<file path="src/rtl/secded16_pkg.sv">
package secded16_pkg;

   // Read outcome encoding
   typedef enum logic [1:0] {
      ST_CLEAN = 2'd0,
      ST_FIXED = 2'd1,
      ST_FATAL = 2'd2
   } ecc_status_e;

   // Column code of data bit idx for a code with dw data bits and gw groups.
   // Lower half: top group bit clear, weight >= 2, ascending order.
   // Upper half: top group bit set, weight >= 2, ascending order.
   function automatic logic [15:0] col_code(input int idx, input int dw, input int gw);
      int want;
      int seen;
      int hi;
      logic [15:0] r;
      hi   = (idx >= dw / 2) ? 1 : 0;
      want = (hi == 1) ? idx - dw / 2 : idx;
      seen = 0;
      r    = '0;
      for (int v = 1; v < (1 << gw); v++) begin
         if ((((v >> (gw - 1)) & 1) == hi) && ($countones(v) >= 2)) begin
            if (seen == want && r == '0) r = 16'(v);
            seen++;
         end
      end
      return r;
   endfunction

endpackage

</file>
<file path="src/rtl/secded_group_parity.sv">
module secded_group_parity #(
   parameter int DATA_W = 16,
   parameter int GRP_W  = 6
) (
   input  logic [DATA_W-1:0] data,
   output logic [GRP_W-1:0]  par
);
   localparam int HALF_W = DATA_W / 2;
   localparam int LOW_CODES = (1 << (GRP_W - 1)) - GRP_W;

   if (GRP_W > 16 || GRP_W < 3) begin : g_bad_grp
      $error("GRP_W out of range");
   end
   if (DATA_W % 2 != 0 || HALF_W > LOW_CODES) begin : g_bad_data
      $error("DATA_W must be even and fit the column space");
   end

   for (genvar k = 0; k < GRP_W; k++) begin : g_grp
      logic [DATA_W-1:0] mask;
      for (genvar i = 0; i < DATA_W; i++) begin : g_bit
         localparam logic [15:0] CODE = secded16_pkg::col_code(i, DATA_W, GRP_W);
         assign mask[i] = CODE[k];
      end
      assign par[k] = ^(data & mask);
   end
endmodule

</file>
<file path="src/rtl/secded_syndrome.sv">
module secded_syndrome #(
   parameter int DATA_W         = 16,
   parameter int GRP_W          = 6,
   parameter bit SHARED_OVERALL = 1'b1
) (
   input  logic [DATA_W-1:0] rd_data,
   input  logic [GRP_W:0]    rd_check,
   output logic [GRP_W-1:0]  syn,
   output logic              syn_all
);
   localparam int HALF_W = DATA_W / 2;

   logic [GRP_W-1:0] regen;

   secded_group_parity #(.DATA_W(DATA_W), .GRP_W(GRP_W)) i_regen (
      .data (rd_data),
      .par  (regen)
   );

   assign syn = regen ^ rd_check[GRP_W-1:0];

   if (SHARED_OVERALL) begin : g_shared
      // top syndrome bit already folds in the upper byte and its check bit
      assign syn_all = syn[GRP_W-1] ^ (^rd_data[HALF_W-1:0])
                     ^ (^rd_check[GRP_W-2:0]) ^ rd_check[GRP_W];
   end else begin : g_full
      assign syn_all = (^rd_data) ^ (^rd_check);
   end
endmodule

</file>
<file path="src/rtl/secded_classify.sv">
module secded_classify #(
   parameter int DATA_W = 16,
   parameter int GRP_W  = 6
) (
   input  logic [GRP_W-1:0]         syn,
   input  logic                     syn_all,
   output secded16_pkg::ecc_status_e status,
   output logic [DATA_W-1:0]        flip
);
   import secded16_pkg::*;

   logic [DATA_W-1:0] hit_vec;
   logic              data_hit;
   logic              chk_hit;

   for (genvar i = 0; i < DATA_W; i++) begin : g_match
      localparam logic [15:0] CODE = col_code(i, DATA_W, GRP_W);
      assign hit_vec[i] = (syn == CODE[GRP_W-1:0]);
   end

   assign flip     = syn_all ? hit_vec : '0;
   assign data_hit = |hit_vec;

   always_comb begin
      chk_hit = syn_all && ($countones(syn) <= 1);
      if (!syn_all && syn == '0)            status = ST_CLEAN;
      else if (syn_all && (data_hit || chk_hit)) status = ST_FIXED;
      else                                  status = ST_FATAL;
   end

   always_comb begin

      flip_onehot_chk: assert ($onehot0(flip));

      fatal_noflip_chk: assert (status != ST_FATAL || flip == '0);
   end
endmodule

</file>
<file path="src/rtl/secded16_codec.sv">
module secded16_codec #(
   parameter int DATA_W         = 16,
   parameter int GRP_W          = 6,
   parameter bit SHARED_OVERALL = 1'b1
) (
   input  logic [DATA_W-1:0] wr_data,
   output logic [GRP_W:0]    wr_check,
   input  logic [DATA_W-1:0] rd_data,
   input  logic [GRP_W:0]    rd_check,
   output logic [DATA_W-1:0] rd_fixed,
   output logic [1:0]        rd_status
);
   import secded16_pkg::*;

   logic [GRP_W-1:0]  enc_par;
   logic [GRP_W-1:0]  syn;
   logic              syn_all;
   ecc_status_e       status;
   logic [DATA_W-1:0] flip;

   secded_group_parity #(.DATA_W(DATA_W), .GRP_W(GRP_W)) i_enc (
      .data (wr_data),
      .par  (enc_par)
   );

   assign wr_check = {(^wr_data) ^ (^enc_par), enc_par};

   secded_syndrome #(
      .DATA_W(DATA_W), .GRP_W(GRP_W), .SHARED_OVERALL(SHARED_OVERALL)
   ) i_syn (
      .rd_data  (rd_data),
      .rd_check (rd_check),
      .syn      (syn),
      .syn_all  (syn_all)
   );

   secded_classify #(.DATA_W(DATA_W), .GRP_W(GRP_W)) i_cls (
      .syn     (syn),
      .syn_all (syn_all),
      .status  (status),
      .flip    (flip)
   );

   assign rd_fixed  = rd_data ^ flip;
   assign rd_status = status;

   always_comb begin

      status_code_chk: assert (rd_status != 2'b11);

      fix_weight_chk: assert ($countones(rd_fixed ^ rd_data) <= 1);

      clean_pass_chk: assert (rd_status != ST_CLEAN || rd_fixed == rd_data);

      fatal_pass_chk: assert (rd_status != ST_FATAL || rd_fixed == rd_data);
   end
endmodule

</file>
<file path="config.mk">
export PLATFORM = sky130hd
export DESIGN_NAME = secded16_codec
export DESIGN_NICKNAME = d
export VERILOG_FILES = /design/src/rtl/secded16_pkg.sv /design/src/rtl/secded_group_parity.sv /design/src/rtl/secded_syndrome.sv /design/src/rtl/secded_classify.sv /design/src/rtl/secded16_codec.sv
export SDC_FILE = /design/constraint.sdc
export NUM_CORES = 1
export LEC_CHECK = 0
export BUFFER_PORTS_ARGS = -buffer_cell sky130_fd_sc_hd__buf_2
export CAP_MARGIN = 15
export CORE_MARGIN = 3
export CORE_UTILIZATION = 54
export DETAILED_ROUTE_END_ITERATION = 7
export PLACE_DENSITY = 0.95
export SYNTH_ARGS = -nofsm -noshare
export SYNTH_HDL_FRONTEND = slang
export SYNTH_SLANG_ARGS = --single-unit
</file>
<file path="constraint.sdc">
create_clock -name vclk -period 12.3
set_clock_uncertainty 0.15 [all_clocks]
set_input_delay 3.075 -clock vclk [all_inputs]
set_output_delay 3.075 -clock vclk [all_outputs]
set_load 0.01 [all_outputs]
</file>
# --- Word-level counts from Yosys, hierarchy flattened ---
# Cells that the tools add are included.
word_totals:
  ff_bits: 0
  latchBits: 0
  ramBits: 0
  mem_bits_ro: 0
  output_inout_bits: 25
  word_cells: 52
  mem_count: 0
op_classes:
  addsub: 5
  n_mul: 0
  n_div: 0
  magnitude_cmp: 1
  eq_ne: 16
  shifts: 0
  n_mux: 3
  bitwise_logic: 6
  n_reduce_logical: 21
op_table:
  columns: ["op", "count"]
  rows:
  - ["16-bit XOR reduction", 11]
  - ["32-bit adder", 2]
  - ["6-bit == test (second input constant)", 8]
  - ["32-bit by 2-bit <= comparator with 1-bit output (second input constant)", 1]
  - ["6-bit by 4-bit == test with 1-bit output (second input constant)", 4]
  - ["6-bit by 3-bit == test with 1-bit output (second input constant)", 3]
  - ["16-bit 2-to-1 mux", 1]
  - ["16-bit OR reduction", 1]
  - ["16-bit bitwise XOR", 1]
  - ["8-bit XOR reduction", 1]
  - ["1-bit by 1-bit adder with 2-bit output", 3]
  - ["6-bit by 2-bit == test with 1-bit output (second input constant)", 1]
  - ["6-bit zero test", 1]
  - ["6-bit XOR reduction", 1]
  - ["6-bit bitwise XOR", 1]
  - ["5-bit XOR reduction", 1]
  - ["2-bit 2-to-1 mux", 2]
  - ["1-bit bitwise XOR", 4]
  - ["1-bit logical AND", 3]
  - ["1-bit zero test", 1]
  - ["1-bit logical OR", 1]

# --- Logic depth before layout (Yosys ltp) ---
depth:
  ltp_word: 11
  depth_mapped: 15

# --- Modules after synthesis ---
# Synthesis repeated with hierarchy kept, for this count alone.
unflattened:
  hier_cells: 178
  hier_area_um2: 1550.2
by_module_without_submodules:
  columns: ["module", "n_inst", "cells_each", "area_per_inst_um2", "seq_area_each_um2"]
  rows:
  - ["secded_group_parity", 2, 27, 272.8, 0.0]
  - ["secded_classify", 1, 68, 493.0, 0.0]
  - ["secded16_codec", 1, 36, 329.1, 0.0]
  - ["secded_syndrome", 1, 20, 182.7, 0.0]

# --- Least setup slack after synthesis ---
# No wires, ideal clock.
synth_path:
  path_kind: "input port to output port"
  startpoint: "input port rd_data[11]"
  endpoint: "output port rd_status[1]"
  arrival_time_ns: 5.766
  required_time_ns: 9.075
  slack_ns: 3.309
  cell_stages: 14
  cell_sequence: "xor2_1 -> xnor3_2 -> xnor2_1 -> inv_1 -> ha_1 -> fa_1 -> ha_1 -> inv_1 -> ha_1 -> inv_1 -> o21ai_0 -> a21oi_1 -> a21oi_1 -> a41oi_1"
synth_between:
  elab_chain_cells: 11
synth_rtl:
  columns: ["element", "line_no", "text"]
  rows:
  - ["from (decl)", "secded16_codec.sv:8", "input logic [DATA_W-1:0] rd_data,"]
  - ["16-bit XOR reduction", "secded_group_parity.sv:24", "assign par[k] = ^(data & mask);"]
  - ["6-bit bitwise XOR (*)", "secded_syndrome.sv:20", "assign syn = regen ^ rd_check[GRP_W-1:0];"]
  - ["1-bit by 1-bit adder with 2-bit output (not written as such)", "secded_classify.sv:25", "chk_hit = syn_all && ($countones(syn) <= 1);"]
  - ["32-bit adder (not written as such) (2 in series)", "secded_classify.sv:25", null]
  - ["32-bit by 2-bit <= comparator with 1-bit output", "secded_classify.sv:25", null]
  - ["1-bit logical AND", "secded_classify.sv:25", null]
  - ["1-bit logical OR", "secded_classify.sv:27", "else if (syn_all && (data_hit || chk_hit)) status = ST_FIXED;"]
  - ["1-bit logical AND", "secded_classify.sv:27", null]
  - ["2-bit 2-to-1 mux", "secded_classify.sv:27", null]
  - ["2-bit 2-to-1 mux (*)", "secded_classify.sv:26", "if (!syn_all && syn == '0) status = ST_CLEAN;"]
  - ["to (decl)", "secded16_codec.sv:11", "output logic [1:0] rd_status"]
# Every way passes the cells marked *; elsewhere a longest branch is shown, timed or not.

# --- Worst setup path in the final report ---
layout_path:
  startpoint: "input port rd_data[13]"
  endpoint: "output port rd_status[1]"
# Same word-level chain as after synthesis.

==> results list <==
* Met1 usage: 24.4%
- Final Routed Wirelength: 3640 um
- Crit path launch type: input pin
- Sequential cell area fraction in the yosys report: 0%
- The final hold violation count was 0.
- Once the floorplan was initialized, standard cells occupied 60.0% of the core.
* Area share of the leading cell type in the synthesized netlist: 34.6%
- Among all stages on the critical path, the largest delay is contributed by sky130_fd_sc_hd__fa_1.
- Most used routing layer in global routing: met2
- Data on the critical path arrives at its endpoint at 6.29 ns.
- The first TritonRoute pass finished after 4 iterations.
- Average cell area after synthesis: 8.14 sq um
- The critical path runs through a total of 16 cells.
* Final Cell Area: 0.00166 sq mm
* Number of buffers added to fix hold violations after cts: 0
* Final worst slack: 2.79 ns
- Routed vias/inst: 5.33
* Part of the cycle the worst path needs: 77.3%
- 0 antenna diodes ended up in the layout.
- The min-delay analysis places its worst path in the category input pin to output pin.
* Setup tns final: 0 ns
- Max-slew headroom: 67.1%
* Starting DRT DRC Count: 52
* Leakage power summed over all cells: 0.806 nW
- Endpoint kind of the worst setup timing path: output pin
- The die is 56.8 um wide.
* Resized cells post-CTS: 0
* Max-cap viol count: 0
* Total GRT Usage: 21.9%
* Post-layout minimum cycle time: 9.51 ns
- The number of buffers and inverters on the critical path is 5.
* Slew at the pin closest to its max-slew limit: 0.490 ns
* Last weighted congestion value of the routability-driven placer: 0.868
* Maximum number of pins on one net before global-route repair: 19
- In this run the cell area measured after placement is 0.00166 sq mm.
* Most numerous cell types in the synthesized netlist: sky130_fd_sc_hd__xnor2_1, sky130_fd_sc_hd__xor2_1, sky130_fd_sc_hd__nand3_1
- The critical path ends at rd_status[1].
- Total half-perimeter wirelength after legalization and detailed placement: 3150 um
- The Yosys step of the flow raised 0 warnings.
- The final layout contains 281 nets.
- IR analysis of the VDD net gives a maximum drop of 0.000140 V.
- Compared with the post-synthesis result, the final layout area differs by 19.2%.
* Total global routing overflow: 0
- Cell area after synthesis: 0.00139 sq mm
- Synthesized instance count: 171
- Post-place setup slack: 2.83 ns
- Global routing consumed, on the met3 layer, 1.15% of the routing resources.
* Run status: completed
- Fill cells in the final layout number 181.
* Required time reported for the critical path endpoint: 9.07 ns
- The worst setup path is of the input pin to output pin kind.
* First-pass GRT wire length: 5780 um
- Cell type with the highest aggregate area in the netlist: sky130_fd_sc_hd__xnor2_1
- Average routed wire per standard cell: 14.4 um
- Net count after synthesis: 225
- Along the worst path, the maximum fanout reaches 3.
- Die outline area: 0.00322 sq mm
- Pin placement for this block handled 64 I/O pins.
- The post-route netlist has 32.9% of its cells at a drive strength greater than 1.
* Final setup violating endpoints: 0
- Power density over the cells: 166 mW/mm^2
- Worst Hold Margin: 6.30 ns
- Synth unique cells: 27
- In this run the tool buffered the top-level ports with 63 buffer cells.
- The number of antenna violations at the first check in global routing is 0.
* Met2 GRT Util: 42.7%
- There are 0 flip-flops and latches.
* Number of nets with antenna violations after detailed routing: 0
- Setup crit start: rd_data[13]
- The core region is 0.00232 sq mm.
* Vias in the first global route: 1324
* Residual DRC: 0
- Top-count cell post-synth: sky130_fd_sc_hd__xnor2_1
* Critical Path, Cell by Cell: buf_2, xnor2_1, xnor3_2, xnor2_1, inv_1, ha_1, fa_1, ha_1, inv_1, ha_1, inv_1, o21ai_0, a21oi_1, a21oi_1, a41oi_1, buf_2
- In this run the vertical extent of the chip is 56.8 um.
- Static timing analysis puts the maximum clock frequency at 105 MHz.
- The number of slew-limit violations in the final report came to 0.
- The initialized floorplan defines 17 standard-cell rows.
* Detailed-route via count: 1348
- In the final layout, flip-flops and latches occupy 0 sq um.
- Setup repair after global routing left no endpoint under its margin.
* Number of clock buffers in the layout: 0
* Most area-consuming cells after synthesis: sky130_fd_sc_hd__xnor2_1, sky130_fd_sc_hd__xor2_1, sky130_fd_sc_hd__ha_1
- Buffers inserted by post-CTS timing repair: 0
- Broken down by cell family, the worst path's largest delay share belongs to adder cells.
- Stage delay of the slowest cell on the critical path: 0.54 ns
## metrics by stage
step	utilization, %	std cells	power [W]
2_1_floorplan	-	171	0.000209
3_3_place_gp	71.6	253	0.000254
3_5_place_dp	71.6	253	0.000272
4_1_cts	71.6	253	0.000273
5_1_grt	71.6	253	0.000299
6_report	71.6	253	0.000275
## power breakdown
group          internal (W)  switching (W)
registers                 0              0
logic              0.000110       0.000165
clock network             0              0
total              0.000110       0.000165
## cell usage in the layout, fill, tap and decap left out
| cell | Yosys | final |
|---|---|---|
| sky130_fd_sc_hd__nand3_1 | 16 | 16 |
| sky130_fd_sc_hd__o31ai_1 | 2 | 2 |
| sky130_fd_sc_hd__a21o_1 | 1 | 1 |
| sky130_fd_sc_hd__xnor3_2 | 2 | 2 |
| sky130_fd_sc_hd__ha_1 | 13 | 13 |
| sky130_fd_sc_hd__a41oi_1 | 1 | 1 |
| sky130_fd_sc_hd__a21oi_1 | 4 | 4 |
| sky130_fd_sc_hd__inv_1 | 12 | 12 |
| sky130_fd_sc_hd__xnor2_2 | 1 | 1 |
| sky130_fd_sc_hd__xnor2_1 | 55 | 55 |
| sky130_fd_sc_hd__o21ai_0 | 3 | 3 |
| sky130_fd_sc_hd__xor2_1 | 27 | 27 |
| sky130_fd_sc_hd__conb_1 | 1 | 1 |
| sky130_fd_sc_hd__a31oi_1 | 1 | 1 |
| sky130_fd_sc_hd__buf_2 | 0 | 63 |
| sky130_fd_sc_hd__nor2_4 | 1 | 1 |
| sky130_fd_sc_hd__nor2_2 | 7 | 7 |
| sky130_fd_sc_hd__nand2_1 | 4 | 4 |
| sky130_fd_sc_hd__xnor3_1 | 1 | 1 |
| sky130_fd_sc_hd__fa_1 | 2 | 2 |
| sky130_fd_sc_hd__nor2_1 | 8 | 8 |
## logic make-up (layout without fill, tap and decap cells)
logic type	count (synthesis)	in the layout	synth area share, %
compound gates	12	12	5.22
xor+xnor	86	86	57.8
fa+ha+maj	15	15	14.6
buf+inv	21	75	9.17
other cells	1	1	0.270
simple gates	36	36	12.9
## layer usage
layer,part of all wire [%],up-vias
met5,0,-
met4,3.3,0
met3,6.9,14
met2,53,72
met1,37,619
li1,-,643
## worst min-delay path by stage
stage | to | slack, ns | start | depth (start not counted)
after detailed placement | rd_fixed[11] | 6.30 | rd_data[11] | 3
after global routing | rd_fixed[11] | 6.32 | rd_data[11] | 3
after floorplan | rd_fixed[0] | 6.08 | rd_data[0] | 1
after CTS | rd_fixed[11] | 6.30 | rd_data[11] | 3
after global placement | rd_fixed[11] | 6.29 | rd_data[11] | 3
final | rd_fixed[11] | 6.30 | rd_data[11] | 3
## area by class of cell
class	count	area (sq um)	area share [%]
Multi-Input combinational cell	150	1260	76.2
Timing Repair Buffer	63	315	19.0
Inverter	12	45.0	2.71
Tap cell	28	35.0	2.11
## worst min-delay path, stage by stage
cell                     delay (ns)
sky130_fd_sc_hd__buf_2         0.10
sky130_fd_sc_hd__xor2_1        0.06
sky130_fd_sc_hd__buf_2         0.13
No activity file was read; power rests on OpenSTA's default activity.
